## src/rtl/smooth_pkg.sv

```systemverilog
package smooth_pkg;
    typedef enum logic [1:0] {
        OP_HOLD = 2'd0,
        OP_STEP = 2'd1,
        OP_LOAD = 2'd2
    } stage_op_e;
endpackage

```

## src/rtl/smooth_stage.sv

```systemverilog
module smooth_stage
    import smooth_pkg::*;
#(
    parameter int STATE_W = 24,
    parameter int SHIFT   = 3
) (
    input  logic                      clk,
    input  logic                      rst_n,
    input  stage_op_e                 op,
    input  logic signed [STATE_W-1:0] load_val,
    input  logic signed [STATE_W-1:0] din,
    output logic signed [STATE_W-1:0] state_q
);
    localparam int DIFF_W = STATE_W + 1;

    logic signed [DIFF_W-1:0]  gap;
    logic signed [DIFF_W-1:0]  nudge;
    logic signed [STATE_W-1:0] state_d;

    // One bit of headroom for the gap; the nudge magnitude never exceeds it.
    always_comb begin
        gap   = DIFF_W'(din) - DIFF_W'(state_q);
        nudge = gap >>> SHIFT;
        unique case (op)
            OP_STEP: state_d = state_q + STATE_W'(nudge);
            OP_LOAD: state_d = load_val;
            default: state_d = state_q;
        endcase
    end

    always_ff @(posedge clk or negedge rst_n) begin
        if (!rst_n) state_q <= '0;
        else        state_q <= state_d;
    end

    assert_hold_R3: assert property (@(posedge clk) disable iff (!rst_n)
        (op == OP_HOLD) |=> $stable(state_q));

    assert_load_R5: assert property (@(posedge clk) disable iff (!rst_n)
        (op == OP_LOAD) |=> (state_q == $past(load_val)));

    assert_no_overshoot_R4: assert property (@(posedge clk) disable iff (!rst_n)
        (op == OP_STEP) |=>
            (($past(din) >= $past(state_q)) ?
                (state_q >= $past(state_q) && state_q <= $past(din)) :
                (state_q <  $past(state_q) && state_q >= $past(din))));
endmodule

```

## src/rtl/smooth_chain.sv

```systemverilog
module smooth_chain
    import smooth_pkg::*;
#(
    parameter int DATA_W      = 16,
    parameter int FRAC_W      = 8,
    parameter int SHIFT       = 3,
    parameter int STAGES      = 3,
    parameter bit EXPOSE_TAPS = 1'b1
) (
    input  logic                     clk,
    input  logic                     rst_n,
    input  logic                     enable,
    input  logic                     preload,
    input  logic [DATA_W-1:0]        preload_val,
    input  logic [DATA_W-1:0]        sample_in,
    output logic [DATA_W-1:0]        smooth_out,
    output logic [STAGES*DATA_W-1:0] stage_taps
);
    localparam int STATE_W = DATA_W + FRAC_W;

    stage_op_e                 op;
    logic signed [STATE_W-1:0] sample_ext;
    logic signed [STATE_W-1:0] load_ext;
    logic signed [STATE_W-1:0] chain_in [STAGES];
    logic signed [STATE_W-1:0] st       [STAGES];

    always_comb begin
        unique case ({preload, enable})
            2'b00:   op = OP_HOLD;
            2'b01:   op = OP_STEP;
            2'b10:   op = OP_LOAD;
            2'b11:   op = OP_LOAD;
            default: op = OP_HOLD;
        endcase
    end

    assign sample_ext = {sample_in,   {FRAC_W{1'b0}}};
    assign load_ext   = {preload_val, {FRAC_W{1'b0}}};

    for (genvar g = 0; g < STAGES; g++) begin : g_stage
        if (g == 0) begin : g_first
            assign chain_in[g] = sample_ext;
        end else begin : g_next
            assign chain_in[g] = st[g-1];
        end

        smooth_stage #(.STATE_W(STATE_W), .SHIFT(SHIFT)) stage_i (
            .clk      (clk),
            .rst_n    (rst_n),
            .op       (op),
            .load_val (load_ext),
            .din      (chain_in[g]),
            .state_q  (st[g])
        );

        if (EXPOSE_TAPS) begin : g_tap
            assign stage_taps[g*DATA_W +: DATA_W] = st[g][STATE_W-1:FRAC_W];
        end else begin : g_notap
            assign stage_taps[g*DATA_W +: DATA_W] = '0;
        end
    end

    assign smooth_out = st[STAGES-1][STATE_W-1:FRAC_W];

    assert_preload_priority_R5: assert property (@(posedge clk) disable iff (!rst_n)
        preload |=> (smooth_out == $past(preload_val)));

    assert_hold_out_R3: assert property (@(posedge clk) disable iff (!rst_n)
        (!preload && !enable) |=> $stable(smooth_out));
endmodule

```

## config.mk

```make
export PLATFORM = sky130hd
export DESIGN_NAME = smooth_chain
export DESIGN_NICKNAME = d
export VERILOG_FILES = /design/src/rtl/smooth_pkg.sv /design/src/rtl/smooth_stage.sv /design/src/rtl/smooth_chain.sv
export SDC_FILE = /design/constraint.sdc
export NUM_CORES = 1
export LEC_CHECK = 0
export ABC_CLOCK_PERIOD_IN_PS = 5300
export BUFFER_PORTS_ARGS = -buffer_cell sky130_fd_sc_hd__clkbuf_2
export CAP_MARGIN = 30
export CELL_PAD_IN_SITES_DETAIL_PLACEMENT = 0
export CELL_PAD_IN_SITES_GLOBAL_PLACEMENT = 1
export CORE_MARGIN = 3
export CORE_UTILIZATION = 46
export CTS_BUF_LIST = sky130_fd_sc_hd__clkbuf_2 sky130_fd_sc_hd__clkbuf_4 sky130_fd_sc_hd__clkbuf_8
export DETAILED_ROUTE_END_ITERATION = 10
export PLACE_DENSITY = 0.89
export SKIP_CTS_REPAIR_TIMING = 1
export SLEW_MARGIN = 20
export SYNTH_ARGS = -nofsm -noshare
export SYNTH_HDL_FRONTEND = slang
export SYNTH_SLANG_ARGS = --single-unit
```

## constraint.sdc

```tcl
create_clock -name clk -period 5.3 [get_ports clk]
set_input_delay 0.265 -clock clk [delete_from_list [all_inputs] [get_ports clk]]
set_output_delay 0.265 -clock clk [all_outputs]
set_load 0.03 [all_outputs]
```

=== Word-level counts from Yosys, hierarchy flattened ===
Cells that the tools add are included.

* Add/subtract/negate cells: 6
* Equality and inequality tests: 5
* Mux-type cells: 4
* Reductions and logical operators: 3

{| class="wikitable"
|+ Operators by type and width
! cell !! count
|-
| $pmux W24 S2 || 3
|-
| $sub A24 B24 Y25 || 3
|-
| $add A24 B22 Y24 || 3
|-
| $eq A2 B2 Y1 const B || 3
|-
| $pmux W2 S3 || 1
|-
| $eq A2 B1 Y1 const B || 2
|-
| $logic_not A2 Y1 || 1
|-
| $reduce_bool A2 Y1 || 1
|-
| $reduce_or A2 Y1 || 1
|}

* Register bits: 72
* Input bits: 36
* Output and inout port bits: 64
* Word-level logic and storage cells: 21

=== Longest topological paths before layout ===
Gate-level depths: netlist of the first run.

* Word-level depth: 5
* Mapped depth: 23
* Gate-level depth less buffers: 23

=== Cells and area by module ===
From an unflattened synthesis of the first run, not the netlist that was laid out.

* Cells, all modules: 1,257
* Area, all modules: 9,940.8 µm²

{| class="wikitable"
|+ Modules (own cells, without submodules)
! module !! instances !! cells each !! area an instance (µm²) !! seq. area each (µm²)
|-
| smooth_stage at g_stage[2].stage_i || 1 || 433 || 3,380.7 || 600.6
|-
| smooth_stage at g_stage[1].stage_i || 1 || 414 || 3,244.4 || 600.6
|-
| smooth_stage at g_stage[0].stage_i || 1 || 391 || 3,181.8 || 600.6
|-
| smooth_chain || 1 || 19 || 133.9 || 0.0
|}

=== Worst setup path before layout of the first run ===
No wires, ideal clock.

* Kind: register -> register
* From: register g_stage[1].stage_i.state_q[2]
* To: register g_stage[1].stage_i.state_q[23]
* Setup time: 0.082 ns
* Arrival time: 4.290 ns
* Required time: 5.218 ns
* Slack: 0.928 ns
* Stages on the path, launching flop included: 21
* Buffers on the path: 0
* Period minus slack after synthesis: 4.372 ns
* Cells stage by stage: dfrtp_1 > inv_1 > ha_1 > a21o_1 > a31oi_1 > o21ai_1 > o41ai_2 > o21ai_1 > a21o_1 > a21o_1 > xor2_1 > ha_1 > and2_1 > a221o_1 > a21o_1 > a21o_1 > a221oi_1 > a31oi_1 > xor2_1 > a21o_1 > a31oi_1

* Longest elaborated chain between the ends: 3

{| class="wikitable"
|+ Ends and longest elaborated chain
! what !! RTL line !! RTL
|-
| from (decl) || smooth_stage.sv:12 || <nowiki>output logic signed [STATE_W-1:0] state_q</nowiki>
|-
| from (signal assigned) || smooth_stage.sv:33 || <nowiki>else state_q <= state_d;</nowiki>
|-
| $sub A24 B24 Y25 || smooth_stage.sv:22 || <nowiki>gap = DIFF_W'(din) - DIFF_W'(state_q);</nowiki>
|-
| $add A24 B22 Y24 (*) || smooth_stage.sv:25 || <nowiki>OP_STEP: state_d = state_q + STATE_W'(nudge);</nowiki>
|-
| $pmux W24 S2 (*) || smooth_stage.sv:24 || <nowiki>unique case (op)</nowiki>
|}

Every way passes the cells marked *; elsewhere a longest branch is shown, timed or not.
A chain may end at the register's enable or synchronous reset.

=== Final worst setup path of the first run ===
* From: register g_stage[1].stage_i.state_q[3]
* To: register g_stage[2].stage_i.state_q[22]

* Longest elaborated chain between the ends: 3

{| class="wikitable"
|+ Ends and longest elaborated chain
! what !! RTL line
|-
| $sub A24 B24 Y25 || smooth_stage.sv:22
|-
| $add A24 B22 Y24 || smooth_stage.sv:25
|-
| $pmux W24 S2 || smooth_stage.sv:24
|-
| to (signal assigned) || smooth_stage.sv:33
|-
| to (decl) || smooth_stage.sv:12
|}

Every way passes these cells.

==> results.ini, run 1 <==
[setup_path]
cp_slowest_cell = o41ai_1
rrSetupSlack_ps = 410
critPathArrivalTime_ps = 5170
worst-setup-path-type = flop to flop
cpPeakStageDelay_ps = 530
critPathRequiredTime_ps = 5580
crit_path_start_kind = flop
crit_path_end_kind = flop
crit_fanout = 7
crit_chain = ha_1, o21a_1, nor2_1, a211oi_1, o21ai_1, a21oi_1, a21oi_1, nor2b_1, o21a_1, nor2_1, xnor2_1, ha_1, and3_1, a221oi_1, nor3_1, o41ai_1, o21ai_1, a31oi_1, xor2_1, a211oi_1

[global_routing]
grt_antenna_before_repair = 0
grt_usage_pct = 20.3
grt_max_degree = 73
grt_pass1_wl_mm = 37.0
grt-ovfl-total = 0
grt_pass1_vias = 7656

[run_status]
status = complete, no violations

[die]
die_y_microns = 148
die_w_microns = 148
start_util_pct = 47.2
core-area_sq_mm = 0.0196
rows = 51
dieArea_sq_mm = 0.0218
ios = 100

[layout]
area_delta_synth_final_pct = 5.93
largest_reg_flops = 72
top_regs = g_stage.stage_i.state_q: 72 flops
regMostFlops = g_stage.stage_i.state_q
diodes = 0
drive_above_1_share_pct = 11.5
fin_nets = 1374

[sta]
grt_setup_unrepaired = false
setup_tns_ps = 0
worst-slew-pin-transition_ps = 909
max_freq_ghz = 0.205
fin_crit_sh_pct = 92.2
relSlewSlack_pct = 39.3
setup_viol = 0
fin_skew_ps = 15.8
worst_slack_ps = 412
fin_crit_ps = 4890
hold_viol_final = 0
finalMaxSlewViolations = 0

[drt]
via_per_inst = 5.40
drt_iter0_markers = 323
first_pass_iters = 5
drc_errors = 0
vias = 7932
wl_mm = 22.0
wl_per_cell_microns = 15.0
ant_nets = 0

[clocking]
htree_levels = 3
clock_latency_ps = 370
numClockSinks = 72
root_buffer = clkbuf_8
cts_tree = built
cts_inserted_buffers = 9
clockBufferDepth = 2
clk_pin_slew_worst_paths_ps = 90

[yosys]
synth_fp_nets = 1346
synth-edff-count = 0
yosys_warnings = 0
synth-async-reset-ratio_pct = 100
synth-seq-cells = 72
ys_types = 68
avgSynthCellArea_sq_um = 7.90
syn_area_sq_mm = 0.00925
seq_area_frac_synth_pct = 19.5
synth-main-ff-cell = dfrtp_1
syn_inst = 1171

[place]
post-place-ws_ps = 370
place.gp.congestion = 0.881
place.port_buffers = 99
hpwl_mm = 17.0

[worst_hold_path]
hp-class = primary input to flop

[flow_run]
cap_viol_max_count = 0

per-layer routing:
layer  vias up  global-route usage, %  part of all wire (%)
li1       4143                      -                     -
met1      3599                   30.0                    51
met2       168                   31.7                    43
met3        22                   2.45                   5.0
met4         0                   4.71                   1.4
met5         -                      0                     0
critical path, delay by kind of cell, from the launching register on:
| kind | cells | cell delay [ps] |
|---|---|---|
| simple gates | 5 | 600 |
| flops | 1 | 430 |
| compound gates | 11 | 2850 |
| fa+ha+maj | 2 | 690 |
| xor+xnor | 2 | 210 |
synth_stat cells (3+ instances only):
master / number / area share (%)
buf_4: 64 / 5.2
dfrtp_1: 72 / 19
and3_1: 5 / 0.34
or3_1: 6 / 0.41
a221o_1: 4 / 0.43
a21oi_1: 129 / 7.0
nand2b_1: 12 / 0.81
xor2_1: 39 / 3.7
o211ai_1: 8 / 0.65
nand3b_1: 3 / 0.24
ha_1: 137 / 19
nor3b_1: 3 / 0.24
a21oi_2: 3 / 0.28
o21bai_1: 12 / 0.97
o21ai_0: 31 / 1.7
nor2b_1: 19 / 1.3
xnor2_1: 67 / 6.3
o221ai_1: 3 / 0.28
a211oi_1: 18 / 1.5
o31ai_1: 4 / 0.32
clkbuf_1: 21 / 0.85
mux2i_1: 18 / 1.9
o21ai_1: 22 / 1.2
a31oi_1: 13 / 0.88
mux2_2: 3 / 0.37
inv_1: 94 / 3.8
o21a_1: 17 / 1.4
o2111ai_1: 3 / 0.28
a211o_1: 3 / 0.28
nor3_1: 34 / 1.8
nand3_1: 20 / 1.1
nand2_1: 66 / 2.7
a21o_1: 48 / 3.9
nand4_1: 6 / 0.41
nor2_1: 117 / 4.7
and2_1: 3 / 0.20
buf_1: 3 / 0.12
a221oi_1: 3 / 0.28
path summary, 6_finish.rpt:
kind	start	to	cells past startpoint
max	g_stage[1].stage_i.state_q[3]	g_stage[2].stage_i.state_q[22]	20
max in group asynchronous	rst_n	g_stage[2].stage_i.state_q[4]	3
max reg2reg	g_stage[1].stage_i.state_q[3]	g_stage[2].stage_i.state_q[22]	20
min	preload_val[15]	g_stage[1].stage_i.state_q[23]	3
min in group asynchronous	rst_n	g_stage[2].stage_i.state_q[14]	2
min reg2reg	g_stage[2].stage_i.state_q[5]	g_stage[2].stage_i.state_q[5]	2
cell type report:
cell class | count | area, sq um
inverter | 94 | 353
tap | 265 | 332
sequential | 72 | 1800
fill | 1985 | 9800
timing repair buffer | 106 | 579
clock inverter | 5 | 55.1
clock buffer | 11 | 151
multi-input combinational | 916 | 6520
metrics by stage:
| stage | hold slack [ps] | cells | util, % | cell area (sq um) |
|---|---|---|---|---|
| finish | 157 | 1469 | 50.0 | 9790 |
| global route | 170 | 1469 | 50.0 | 9790 |
| CTS | 65.3 | 1467 | 49.8 | 9750 |
| detailed placement | 480 | 1451 | 48.7 | 9540 |
| global placement | 462 | 1450 | 48.7 | 9530 |
| floorplan | -30.6 | 1171 | - | 9250 |
layout by cell type (no fill, tap or decap), types with 8 or more instances in the layout:
cell type	count
a211oi_1	18
a21o_1	48
a21oi_1	129
a31oi_1	13
clkbuf_2	97
clkbuf_8	11
dfrtp_1	72
ha_1	137
inv_1	94
mux2i_1	18
nand2_1	66
nand2b_1	12
nand3_1	20
nor2_1	117
nor2b_1	19
nor3_1	34
o211ai_1	8
o21a_1	17
o21ai_0	31
o21ai_1	22
o21bai_1	12
xnor2_1	67
xor2_1	39
logic make-up (layout without fill, tap and decap cells):
| logic type | Yosys count | count (layout) | share of synthesized area, % |
|---|---|---|---|
| adder cells (fa/ha/maj) | 139 | 139 | 19.0 |
| multiplexers | 21 | 21 | 2.31 |
| buffers and inverters | 183 | 216 | 10.0 |
| XOR/XNOR | 106 | 106 | 10.0 |
| flip-flops | 72 | 72 | 19.5 |
| AND/OR/NAND/NOR | 308 | 308 | 15.5 |
| AO/OA/AOI/OAI | 342 | 342 | 23.6 |
Power of run 1 is left out: the tool's default activity adds up to more than one toggle a clock period on the data nets, which glitch-free logic cannot reach.
==> run 2, diff against run 1 <==
--- a/config.mk
+++ b/config.mk
@@ -15,6 +15,7 @@
 export CTS_BUF_LIST = sky130_fd_sc_hd__clkbuf_2 sky130_fd_sc_hd__clkbuf_4 sky130_fd_sc_hd__clkbuf_8
 export DETAILED_ROUTE_END_ITERATION = 10
 export PLACE_DENSITY = 0.89
+export RECOVER_POWER = 50
 export SKIP_CTS_REPAIR_TIMING = 1
 export SLEW_MARGIN = 20
 export SYNTH_ARGS = -nofsm -noshare
==> results.ini, run 2 (synthesis results as in run 1) <==
[global_routing]
top_usage_layer = met2
grt_util_met2_pct = 31.7  ; unchanged
grt_usage_pct = 20.3  ; unchanged
grt_pass1_wl_mm = 37.0  ; unchanged
use_met1_pct = 30.0  ; unchanged
grt_pass1_vias = 7656  ; unchanged
use_met3_pct = 2.45  ; unchanged
grt-ovfl-total = 0  ; unchanged
grt_antenna_before_repair = 0  ; unchanged
grt_max_degree = 73  ; unchanged

[drt]
wl_per_cell_microns = 15.0  ; +0.18%
via_per_inst = 5.41  ; +0.15%
ant_nets = 0  ; unchanged
drt_iter0_markers = 354  ; +9.6%
vias = 7944  ; +0.15%
drc_errors = 0  ; unchanged
first_pass_iters = 5  ; unchanged
wl_mm = 22.0  ; +0.18%

[sta]
fin_skew_ps = 16.3  ; +0.458 ps
grt_setup_unrepaired = false
relSlewSlack_pct = -93.3  ; -130 points
setup_viol = 0  ; unchanged
worst-slew-pin-transition_ps = 2900  ; +1990 ps
hold_viol_final = 0  ; unchanged
fin_crit_sh_pct = 92.0  ; -0.20 points
max_freq_ghz = 0.205  ; +0.22%
setup_tns_ps = 0  ; unchanged
fin_crit_ps = 4880  ; -10.6 ps
finalMaxSlewViolations = 54  ; +54

[setup_path]
crit_path_end_kind = flop
crit_path_start_kind = flop
worst-path-stages = 20  ; unchanged
cpPeakStageDelay_ps = 530  ; about the same
reg2regPathDepth = 20  ; unchanged
crit_chain = ha_1, o21a_1, nor2_1, a211oi_1, o21ai_1, a21oi_1, a21oi_1, nor2b_1, o21a_1, nor2_1, xnor2_1, ha_1, and3_1, a221oi_1, nor3_1, o41ai_1, o21ai_1, a31oi_1, xor2_1, a211oi_1
crit_fanout = 7  ; unchanged
rrSetupSlack_ps = 420  ; about the same
r2r-end = g_stage[2].stage_i.state_q[22]
critPathBufInv = 0  ; unchanged
cp_slowest_cell = o41ai_1
cp_top_family = compound AO/OA/AOI/OAI gates
critPathRequiredTime_ps = 5580  ; about the same
critPathArrivalTime_ps = 5150  ; -20 ps
worst-setup-path-type = flop to flop
r2r_start = g_stage[1].stage_i.state_q[3]

[clocking]
htree_levels = 3  ; unchanged
root_buffer = clkbuf_8
cts_tree = built
numClockSinks = 72  ; unchanged
clock_latency_ps = 370  ; about the same
clockBufferDepth = 2  ; unchanged
clk_pin_slew_worst_paths_ps = 90  ; about the same
cts_inserted_buffers = 9  ; unchanged

[layout]
fin_nets = 1374  ; unchanged
area_delta_synth_final_pct = 5.20
top_regs = g_stage.stage_i.state_q: 72 flops
drive_above_1_share_pct = 8.72  ; -2.8 points
diodes = 0  ; unchanged
regMostFlops = g_stage.stage_i.state_q
largest_reg_flops = 72  ; unchanged
final_common_cell = ha_1
layout_common_cells = 137 x ha_1, 129 x a21oi_1, 117 x nor2_1

[worst_hold_path]
hold_path.startpoint = preload_val[15]
whs_path_depth = 3  ; unchanged
min_to = g_stage[1].stage_i.state_q[23]
hp-class = primary input to flop

[run_status]
violations = capacitance limit, slew limit
status = finished with violations

[place]
hpwl_mm = 17.0  ; unchanged
place.port_buffers = 99  ; unchanged
place.gp.congestion = 0.881  ; unchanged

[die]
die_y_microns = 148  ; unchanged
core-area_sq_mm = 0.0196  ; unchanged
ios = 100  ; unchanged
die_w_microns = 148  ; unchanged
rows = 51  ; unchanged
dieArea_sq_mm = 0.0218  ; unchanged
start_util_pct = 47.2  ; unchanged

[flow_run]
cap_viol_max_count = 1  ; +1

[run 2: cell count changes in the layout (fill, tap and decap cells not counted), sizes merged]
cell    change
buf         -2
clkbuf      +2
[run 2: layer usage]
layer | vias up | part of all wire, %
met5 | - | 0
met4 | 0 | 1.4
met1 | 3601 | 51
met3 | 22 | 4.8
met2 | 174 | 43
li1 | 4147 | -
[run 2: stage by stage]
| stage | instances | worst slack, ps | hold slack [ps] | util [%] | instance area, sq um |
|---|---|---|---|---|---|
| after floorplan | 1171 | 928 | -30.6 | - | 9250 |
| after global placement | 1450 | 488 | 462 | 48.7 | 9530 |
| after detailed placement | 1451 | 370 | 480 | 48.7 | 9540 |
| after CTS | 1467 | 335 | 65.3 | 49.8 | 9750 |
| after global routing | 1469 | 21.5 | 170 | 49.7 | 9730 |
| final | 1469 | 422 | 162 | 49.7 | 9730 |
[run 2: worst max path at each step]
stage / startpoint / endpoint / slack (ps)
after global placement: g_stage[1].stage_i.state_q[2] / g_stage[1].stage_i.state_q[23] / 490
after floorplan: g_stage[1].stage_i.state_q[2] / g_stage[1].stage_i.state_q[23] / 930
after CTS: g_stage[1].stage_i.state_q[2] / g_stage[1].stage_i.state_q[23] / 330
after global routing: g_stage[1].stage_i.state_q[3] / g_stage[2].stage_i.state_q[22] / 20
after detailed placement: g_stage[1].stage_i.state_q[2] / g_stage[1].stage_i.state_q[23] / 370
final: g_stage[1].stage_i.state_q[3] / g_stage[2].stage_i.state_q[22] / 420
[run 2: final cells by class]
cell class / count / area [sq um]
Fill cell: 2011 / 9860
Clock inverter: 5 / 55.1
Multi-Input combinational cell: 916 / 6520
Sequential cell: 72 / 1800
Tap cell: 265 / 332
Clock buffer: 11 / 151
Timing Repair Buffer: 106 / 512
Inverter: 94 / 353
[run 2: worst register-to-register path: cells and delay by family (launching register included)]
kind	cells	cell delay [ps]
AO/OA/AOI/OAI	11	2840
adder cells (fa/ha/maj)	2	690
AND/OR/NAND/NOR	5	600
flip-flops	1	430
XOR/XNOR	2	210
Power of run 2 is left out for the same reason.
